===== config.mk =====
export PLATFORM = sky130hd
export DESIGN_NAME = useq_ctrl
export DESIGN_NICKNAME = d
export VERILOG_FILES = /design/src/rtl/useq_pkg.sv /design/src/rtl/useq_store.sv /design/src/rtl/useq_dispatch.sv /design/src/rtl/useq_decode.sv /design/src/rtl/useq_ctrl.sv
export SDC_FILE = /design/constraint.sdc
export NUM_CORES = 1
export LEC_CHECK = 0
export CORE_UTILIZATION = 37
export DETAILED_ROUTE_END_ITERATION = 7
export DONT_BUFFER_PORTS = 1
export PLACE_DENSITY = 0.59
export SETUP_SLACK_MARGIN = 0.1
export SYNTH_ARGS = -nofsm -noshare
export SYNTH_HDL_FRONTEND = slang
export SYNTH_HIERARCHICAL = 1
export SYNTH_SLANG_ARGS = --single-unit

===== constraint.sdc =====
create_clock -name clk -period 3.2 [get_ports clk]
set_clock_uncertainty 0.2 [all_clocks]
set_input_delay 0.48 -clock clk [delete_from_list [all_inputs] [get_ports clk]]
set_output_delay 0.48 -clock clk [all_outputs]
set_load 0.05 [all_outputs]

===== src/rtl/useq_pkg.sv =====
package useq_pkg;

   typedef enum logic [1:0] {
      SQ_NEXT  = 2'b00,
      SQ_DISP1 = 2'b01,
      SQ_DISP2 = 2'b10,
      SQ_FETCH = 2'b11
   } seq_e;

   typedef enum logic [1:0] {AC_ADD = 2'd0, AC_SUB = 2'd1, AC_FUNC = 2'd2, AC_RSVD = 2'd3} alu_ctl_e;
   typedef enum logic       {S1_PC = 1'b0, S1_A = 1'b1} src1_e;
   typedef enum logic [1:0] {S2_B = 2'd0, S2_FOUR = 2'd1, S2_EXT = 2'd2, S2_EXTSH = 2'd3} src2_e;
   typedef enum logic [1:0] {RG_NONE = 2'd0, RG_READ = 2'd1, RG_WR_ALU = 2'd2, RG_WR_MDR = 2'd3} reg_e;
   typedef enum logic [1:0] {MM_NONE = 2'd0, MM_RD_PC = 2'd1, MM_RD_ALU = 2'd2, MM_WR_ALU = 2'd3} mem_e;
   typedef enum logic [1:0] {PW_NONE = 2'd0, PW_ALU = 2'd1, PW_COND = 2'd2, PW_JUMP = 2'd3} pcw_e;

   typedef struct packed {
      alu_ctl_e alu;
      src1_e    src1;
      src2_e    src2;
      reg_e     regc;
      mem_e     memc;
      pcw_e     pcw;
      seq_e     seq;
   } uinstr_t;

   typedef struct packed {
      logic       pc_write;
      logic       pc_write_cond;
      logic       mem_addr_sel;
      logic       mem_read;
      logic       mem_write;
      logic       ir_write;
      logic       wb_from_mem;
      logic       dst_from_rd;
      logic       reg_write;
      logic       alu_a_sel;
      logic [1:0] alu_b_sel;
      logic [1:0] alu_op;
      logic [1:0] pc_sel;
   } ctrl_t;

   localparam int OPC_BITS = 6;
   localparam logic [OPC_BITS-1:0] OPC_RTYPE = 6'b000000;
   localparam logic [OPC_BITS-1:0] OPC_LOAD  = 6'b100011;
   localparam logic [OPC_BITS-1:0] OPC_STORE = 6'b101011;
   localparam logic [OPC_BITS-1:0] OPC_BEQ   = 6'b000100;
   localparam logic [OPC_BITS-1:0] OPC_JUMP  = 6'b000010;

   localparam int UA_FETCH  = 0;
   localparam int UA_DECODE = 1;
   localparam int UA_MEM1   = 2;
   localparam int UA_LD2    = 3;
   localparam int UA_LD3    = 4;
   localparam int UA_ST2    = 5;
   localparam int UA_RR1    = 6;
   localparam int UA_RR2    = 7;
   localparam int UA_BR1    = 8;
   localparam int UA_JMP1   = 9;
   localparam int UCODE_DEPTH = 10;

endpackage


===== src/rtl/useq_store.sv =====
module useq_store
   import useq_pkg::*;
#(
   parameter int UA_W = 4
) (
   input  logic [UA_W-1:0] ua,
   output uinstr_t         uop
);

   function automatic uinstr_t mk(alu_ctl_e a, src1_e s1, src2_e s2,
                                  reg_e r, mem_e m, pcw_e p, seq_e s);
      uinstr_t u;
      u.alu  = a;
      u.src1 = s1;
      u.src2 = s2;
      u.regc = r;
      u.memc = m;
      u.pcw  = p;
      u.seq  = s;
      return u;
   endfunction

   always_comb begin
      case (ua)
         UA_W'(UA_FETCH):  uop = mk(AC_ADD,  S1_PC, S2_FOUR,  RG_NONE,   MM_RD_PC,  PW_ALU,  SQ_NEXT);
         UA_W'(UA_DECODE): uop = mk(AC_ADD,  S1_PC, S2_EXTSH, RG_READ,   MM_NONE,   PW_NONE, SQ_DISP1);
         UA_W'(UA_MEM1):   uop = mk(AC_ADD,  S1_A,  S2_EXT,   RG_NONE,   MM_NONE,   PW_NONE, SQ_DISP2);
         UA_W'(UA_LD2):    uop = mk(AC_ADD,  S1_PC, S2_B,     RG_NONE,   MM_RD_ALU, PW_NONE, SQ_NEXT);
         UA_W'(UA_LD3):    uop = mk(AC_ADD,  S1_PC, S2_B,     RG_WR_MDR, MM_NONE,   PW_NONE, SQ_FETCH);
         UA_W'(UA_ST2):    uop = mk(AC_ADD,  S1_PC, S2_B,     RG_NONE,   MM_WR_ALU, PW_NONE, SQ_FETCH);
         UA_W'(UA_RR1):    uop = mk(AC_FUNC, S1_A,  S2_B,     RG_NONE,   MM_NONE,   PW_NONE, SQ_NEXT);
         UA_W'(UA_RR2):    uop = mk(AC_ADD,  S1_PC, S2_B,     RG_WR_ALU, MM_NONE,   PW_NONE, SQ_FETCH);
         UA_W'(UA_BR1):    uop = mk(AC_SUB,  S1_A,  S2_B,     RG_NONE,   MM_NONE,   PW_COND, SQ_FETCH);
         UA_W'(UA_JMP1):   uop = mk(AC_ADD,  S1_PC, S2_B,     RG_NONE,   MM_NONE,   PW_JUMP, SQ_FETCH);
         default:          uop = mk(AC_ADD,  S1_PC, S2_B,     RG_NONE,   MM_NONE,   PW_NONE, SQ_FETCH);
      endcase
   end

endmodule


===== src/rtl/useq_dispatch.sv =====
module useq_dispatch
   import useq_pkg::*;
#(
   parameter int UA_W     = 4,
   parameter int OP_W     = 6,
   parameter int TABLE_ID = 1
) (
   input  logic [OP_W-1:0] op,
   output logic            hit,
   output logic [UA_W-1:0] target
);

   generate
      if (TABLE_ID == 1) begin : g_tab1
         always_comb begin
            hit    = 1'b1;
            target = UA_W'(UA_FETCH);
            case (op)
               OPC_RTYPE: target = UA_W'(UA_RR1);
               OPC_LOAD:  target = UA_W'(UA_MEM1);
               OPC_STORE: target = UA_W'(UA_MEM1);
               OPC_BEQ:   target = UA_W'(UA_BR1);
               OPC_JUMP:  target = UA_W'(UA_JMP1);
               default:   hit    = 1'b0;
            endcase
         end
      end else if (TABLE_ID == 2) begin : g_tab2
         always_comb begin
            hit    = 1'b1;
            target = UA_W'(UA_FETCH);
            case (op)
               OPC_LOAD:  target = UA_W'(UA_LD2);
               OPC_STORE: target = UA_W'(UA_ST2);
               default:   hit    = 1'b0;
            endcase
         end
      end else begin : g_bad_table
         $error("useq_dispatch: TABLE_ID must be 1 or 2");
         assign hit    = 1'b0;
         assign target = '0;
      end
   endgenerate

endmodule


===== src/rtl/useq_decode.sv =====
module useq_decode
   import useq_pkg::*;
(
   input  uinstr_t uop,
   output ctrl_t   ctl
);

   always_comb begin
      ctl = '0;
      ctl.alu_a_sel = (uop.src1 == S1_A);
      ctl.alu_b_sel = uop.src2;
      case (uop.alu)
         AC_SUB:  ctl.alu_op = 2'b01;
         AC_FUNC: ctl.alu_op = 2'b10;
         default: ctl.alu_op = 2'b00;
      endcase
      case (uop.regc)
         RG_WR_ALU: begin
            ctl.reg_write   = 1'b1;
            ctl.dst_from_rd = 1'b1;
         end
         RG_WR_MDR: begin
            ctl.reg_write   = 1'b1;
            ctl.wb_from_mem = 1'b1;
         end
         default: ;
      endcase
      case (uop.memc)
         MM_RD_PC: begin
            ctl.mem_read = 1'b1;
            ctl.ir_write = 1'b1;
         end
         MM_RD_ALU: begin
            ctl.mem_read     = 1'b1;
            ctl.mem_addr_sel = 1'b1;
         end
         MM_WR_ALU: begin
            ctl.mem_write    = 1'b1;
            ctl.mem_addr_sel = 1'b1;
         end
         default: ;
      endcase
      case (uop.pcw)
         PW_ALU: begin
            ctl.pc_write = 1'b1;
            ctl.pc_sel   = 2'b00;
         end
         PW_COND: begin
            ctl.pc_write_cond = 1'b1;
            ctl.pc_sel        = 2'b01;
         end
         PW_JUMP: begin
            ctl.pc_write = 1'b1;
            ctl.pc_sel   = 2'b10;
         end
         default: ;
      endcase
   end

endmodule


===== src/rtl/useq_ctrl.sv =====
module useq_ctrl
   import useq_pkg::*;
#(
   parameter int UA_W = 4,
   parameter int OP_W = 6
) (
   input  logic            clk,
   input  logic            rst_n,
   input  logic [OP_W-1:0] opcode,
   output logic [UA_W-1:0] upc,
   output logic            pc_write,
   output logic            pc_write_cond,
   output logic            mem_addr_sel,
   output logic            mem_read,
   output logic            mem_write,
   output logic            ir_write,
   output logic            wb_from_mem,
   output logic            dst_from_rd,
   output logic            reg_write,
   output logic            alu_a_sel,
   output logic [1:0]      alu_b_sel,
   output logic [1:0]      alu_op,
   output logic [1:0]      pc_sel
);

   localparam int UA_MIN = $clog2(UCODE_DEPTH);
   localparam logic [UA_W-1:0] UA_RST = UA_W'(UA_FETCH);

   generate
      if (UA_W < UA_MIN) begin : g_chk_ua
         $error("useq_ctrl: UA_W too narrow for the control store");
      end
      if (OP_W != OPC_BITS) begin : g_chk_op
         $error("useq_ctrl: OP_W must match the opcode table width");
      end
   endgenerate

   logic [UA_W-1:0] ua_q, ua_nxt;
   uinstr_t         uop;
   ctrl_t           ctl;
   logic            d1_hit, d2_hit;
   logic [UA_W-1:0] d1_tgt, d2_tgt;

   useq_store #(.UA_W(UA_W)) u_store (
      .ua  (ua_q),
      .uop (uop)
   );

   useq_dispatch #(.UA_W(UA_W), .OP_W(OP_W), .TABLE_ID(1)) u_disp1 (
      .op     (opcode),
      .hit    (d1_hit),
      .target (d1_tgt)
   );

   useq_dispatch #(.UA_W(UA_W), .OP_W(OP_W), .TABLE_ID(2)) u_disp2 (
      .op     (opcode),
      .hit    (d2_hit),
      .target (d2_tgt)
   );

   useq_decode u_decode (
      .uop (uop),
      .ctl (ctl)
   );

   always_comb begin
      case (uop.seq)
         SQ_NEXT:  ua_nxt = ua_q + UA_W'(1);
         SQ_DISP1: ua_nxt = d1_hit ? d1_tgt : UA_RST;
         SQ_DISP2: ua_nxt = d2_hit ? d2_tgt : UA_RST;
         default:  ua_nxt = UA_RST;
      endcase
   end

   always_ff @(posedge clk) begin
      if (!rst_n) ua_q <= UA_RST;
      else        ua_q <= ua_nxt;
   end

   assign upc           = ua_q;
   assign pc_write      = ctl.pc_write;
   assign pc_write_cond = ctl.pc_write_cond;
   assign mem_addr_sel  = ctl.mem_addr_sel;
   assign mem_read      = ctl.mem_read;
   assign mem_write     = ctl.mem_write;
   assign ir_write      = ctl.ir_write;
   assign wb_from_mem   = ctl.wb_from_mem;
   assign dst_from_rd   = ctl.dst_from_rd;
   assign reg_write     = ctl.reg_write;
   assign alu_a_sel     = ctl.alu_a_sel;
   assign alu_b_sel     = ctl.alu_b_sel;
   assign alu_op        = ctl.alu_op;
   assign pc_sel        = ctl.pc_sel;

   logic op_in_t1, op_in_t2;
   assign op_in_t1 = (opcode == OPC_RTYPE) || (opcode == OPC_LOAD) || (opcode == OPC_STORE) ||
                     (opcode == OPC_BEQ)   || (opcode == OPC_JUMP);
   assign op_in_t2 = (opcode == OPC_LOAD) || (opcode == OPC_STORE);

   p_reset_fetch_r1: assert property (@(posedge clk) disable iff (!rst_n)
      $rose(rst_n) |-> (upc == UA_RST) && pc_write && ir_write);

   p_fetch_step_r2: assert property (@(posedge clk) disable iff (!rst_n)
      (upc == UA_W'(UA_FETCH)) |=> (upc == UA_W'(UA_DECODE)));

   p_disp1_load_r3: assert property (@(posedge clk) disable iff (!rst_n)
      (upc == UA_W'(UA_DECODE)) && (opcode == OPC_LOAD) |=> (upc == UA_W'(UA_MEM1)));

   p_disp2_store_r4: assert property (@(posedge clk) disable iff (!rst_n)
      (upc == UA_W'(UA_MEM1)) && (opcode == OPC_STORE) |=> (upc == UA_W'(UA_ST2)) && mem_write);

   p_load_wb_r5: assert property (@(posedge clk) disable iff (!rst_n)
      (upc == UA_W'(UA_LD2)) |=> reg_write && wb_from_mem && !dst_from_rd);

   p_rr_wb_r7: assert property (@(posedge clk) disable iff (!rst_n)
      (upc == UA_W'(UA_RR1)) |=> reg_write && dst_from_rd);

   p_miss_t1_r10: assert property (@(posedge clk) disable iff (!rst_n)
      (upc == UA_W'(UA_DECODE)) && !op_in_t1 |=> (upc == UA_RST));

   p_miss_t2_r11: assert property (@(posedge clk) disable iff (!rst_n)
      (upc == UA_W'(UA_MEM1)) && !op_in_t2 |=> (upc == UA_RST));

   p_mem_excl_r12: assert property (@(posedge clk) disable iff (!rst_n)
      $countones({mem_read, mem_write}) <= 1);

   p_pc_excl_r12: assert property (@(posedge clk) disable iff (!rst_n)
      $onehot0({pc_write, pc_write_cond}));

   p_upc_range_r12: assert property (@(posedge clk) disable iff (!rst_n)
      upc < UA_W'(UCODE_DEPTH));

endmodule


## Yosys cells after proc, flatten, opt, wreduce, memory -nomap -nowiden

Memory sizes are Yosys's and may differ from the RTL's. A register that Yosys moved wholly into a read port is not among the register bits.
Cells that the tools add are included.

- Add/sub/neg operators: 1
- Eq/ne operators: 16
- Multiplexer cells: 19
- Reduce and logical (&&, ||, !) cells: 8

Operator list:

| kind | number |
|---|---|
| 2-bit == test (second input constant) | 8 |
| 4-bit case mux with 4 select lines | 1 |
| 6-bit == test (second input constant) | 2 |
| 4-bit 2-to-1 mux | 3 |
| 4-bit case mux with 3 select lines | 1 |
| 1-bit 2-to-1 mux | 11 |
| 2-bit OR reduction | 5 |
| 2-bit by 1-bit == test with 1-bit output (second input constant) | 4 |
| 2-bit case mux with 2 select lines | 2 |
| 6-bit by 2-bit == test with 1-bit output (second input constant) | 1 |
| 6-bit by 3-bit == test with 1-bit output (second input constant) | 1 |
| 6-bit zero test | 1 |
| 3-bit case mux with 2 select lines | 1 |
| 5-bit OR reduction | 1 |
| 4-bit by 1-bit adder with 4-bit output (second input constant) | 1 |
| 2-bit zero test | 1 |

- Register bits: 4
- Memory bits (read-only): 208
- Bits of input ports: 8
- Output and inout bits: 20
- Logic and storage cells: 46
- Memories kept: 1

Memory list:

| memory | depth | bits a word | rd ports | clocked after memory_dff | write ports | line | text |
|---|---|---|---|---|---|---|---|
| (no name shown) | 16 | 13 | 1 | 1 | 0 | useq_store.sv:24 | `case (ua)` |

## Depth between registers and ports, before layout

- Depth in word-level cells: 6
- Gate-level depth with buffers: 8
- Depth with buffers taken out: 7

## Modules after synthesis

Netlist, hierarchy kept.

By module, submodules not included:

| module | times used | cells an instance | area each (µm²) | sequential area each (µm²) |
|---|---|---|---|---|
| useq_ctrl | 1 | 31 | 270.3 | 80.1 |
| useq_store | 1 | 32 | 236.5 | 0.0 |
| useq_decode | 1 | 19 | 135.1 | 0.0 |
| useq_dispatch at u_disp1 | 1 | 10 | 82.6 | 0.0 |
| useq_dispatch at u_disp2 | 1 | 7 | 63.8 | 0.0 |

## Worst setup path before layout

No wires, ideal clock.

- Kind: register to output
- Start point: reg, netlist name upc[0]
- End point: out pc_write_cond
- Arrival time: 2.403 ns
- Data required time: 2.520 ns
- Setup slack: 0.117 ns
- Stages on the path, launching flop included: 7
- Buffers on the path: 1
- Cell sequence: dfxtp_1 > inv_1 > ha_1 > mux2i_1 > nor2_1 > nor2b_1 > buf_4

RTL lines:

| item | line | text |
|---|---|---|
| to (decl) | useq_ctrl.sv:12 | `output logic pc_write_cond,` |

==> results.ini <==
[critical_path]
critPathLaunchType=flip-flop
end_kind=output pin
regToRegStartpoint=upc[1]$_SDFF_PN0_
worst_path_dominant_cell_family=buffers and inverters
cpPeakStageDelay_ns=0.37
crit_type=reg2out
crit_buf_inv=2
path_common_cell=ha_1
worstPathArrival_ns=1.91
crit_path_top_delay_cell=dfxtp_1
crit_start=upc[0]$_SDFF_PN0_
worst_ep_required_time_ns=2.52
crit_path_max_fanout=5
crit_chain=buf_4, ha_1, nand2b_1, a21oi_1, ha_1, inv_1

[sta]
finalHoldViolations=0
rsz0062_at_grt=false
timing.fmax_mhz=386
tightest_slew_ns=0.721
tns_ns=0
period_share=0.809
finalSetupViolations=0
finalMaxSlewViolations=0
max-slew-margin-rel=0.518
min_period_ns=2.59
whs_ns=0.177

[cts]
cts_buffers=3
cts_hold_buf=0
clk_latency_ns=0.24
cts_resized=0
cts_tree=done
max-clock-path-buffers=2
cts.sinks=4
htree_levels=1
cts_root_buf=clkbuf_4
cts_setup_buffers=0
clk_pin_slew_ns=0.04

[placed_design]
portBuffers=0
dp_hpwl_mm=1.25
place_congestion=0.724

[route]
wl_mm=1.56
viasPerCell=5.52
drt-wirelength-per-cell_um=11.8
antenna_left=0
vias=729
drt_iter0_markers=10
firstDrtPassIters=4
drc_errors=0

[synthesis]
yosysSeqAreaShare=0.102
synthFlopType=dfxtp_1
async_reset_ff_frac=0
syn_nets=117
yosysMostFrequentCell=ha_1
yosys_warnings=6
syn_area_um2=788
synth_common_cells=10 x ha_1, 8 x inv_1, 6 x buf_4, 5 x nor2_1
ys_ff_latch=4
avgSynthCellArea_um2=7.96
synth.area.top_cells=ha_1 16%, dfxtp_1 10%, buf_4 5.7%
synth_top_area_cell=ha_1
netlist_instances=99
yosysTopAreaCellShare=0.159
yosysUniqueCellTypes=42
synth_edf_count=0

[min_path]
hp-start=rst_n
hp-class=in2reg

[pwr]
p_per_area_nw_per_um2=781
leakagePower_nw=0.404
p_sw_mw=0.448
clockPowerShare=0.087
pwr-share-seq=0.101
p_comb_frac=0.812
switching_share=0.618
ir_worst_vdd_uv=346
intPower_mw=0.277

[global_route]
antenna_found_initial=0
track_usage=0.149
grt_pass1_vias=608
grt_pass1_wl_mm=2.39
grt_max_degree=17
grt-ovfl-total=0

[floorplanning]
die_h_um=48.2
rows=16
start_util=0.398
die_area_um2=2320
core_um2=1980
io_pins=28
die_w_um=48.2

[cells_and_area]
finalCoreUtilization=0.468
drive_gt1_frac=0.267
fillCellCount=208
area_growth_pct=17.8
diodes=0
multi_input_area_um2=599
largest_reg_flops=4
regArea_um2=80.1
finalNetCount=125

[run_status]
status=finished clean

[job]
maxCapViolations=0

-- area by class of cell --
class / count / share of cell area
multi-input cells: 75 / 0.646
clock buffers: 3 / 0.0243
repair buffers: 15 / 0.175
flip-flops and latches: 4 / 0.0863
well taps: 27 / 0.0364
inverters: 8 / 0.0323
-- metrics by stage --
stage / area (um^2) / instances / total power, mW / worst slack (ns)
global route: 928 / 132 / 0.783 / 0.444
CTS: 928 / 132 / 0.731 / 0.585
global placement: 906 / 129 / 0.655 / 0.885
floorplan: 788 / 99 / 0.591 / 0.117
finish: 928 / 132 / 0.725 / 0.612
detailed placement: 906 / 129 / 0.664 / 0.835
-- power groups by stage --
stage	clock network (mW)	registers (mW)	logic (mW)
3_3_place_gp	0	0.0735	0.581
3_5_place_dp	0	0.0746	0.590
2_1_floorplan	0	0.122	0.469
6_report	0.0632	0.0734	0.589
5_1_grt	0.0681	0.0752	0.639
4_1_cts	0.0655	0.0738	0.592
-- logic make-up after synthesis --
family | share of synthesized area
other | 0.00476
DFF | 0.102
adders and majority gates | 0.159
xor gates and xnor gates | 0.0222
and+or+nand+nor | 0.397
AOI/OAI and AO/OA | 0.137
muxes | 0.0254
buffers and inverters | 0.154
-- layout by cell type, fill, tap and decap left out, types with 4 or more instances in the layout --
cell,n
buf_4,11
ha_1,10
inv_1,8
nor2_1,5
nand3_1,4
nand2_1,4
buf_12,4
dfxtp_1,4
-- routing by layer --
layer / global-route usage / vias to the layer above / wire length (um)
li1: - / 359 / -
met1: 0.170 / 346 / 710
met2: 0.245 / 20 / 739
met3: 0.0481 / 4 / 77
met4: 0.0833 / 0 / 30
met5: 0 / - / 0
-- final timing paths --
check | end | slack (ns) | depth (start not counted)
max | mem_read | 0.61 | 6
min | upc[0]$_SDFF_PN0_ | 0.18 | 1
max reg2reg | upc[3]$_SDFF_PN0_ | 0.81 | 7
min reg2reg | upc[2]$_SDFF_PN0_ | 0.50 | 3
No activity file was read; power rests on OpenSTA's default activity.
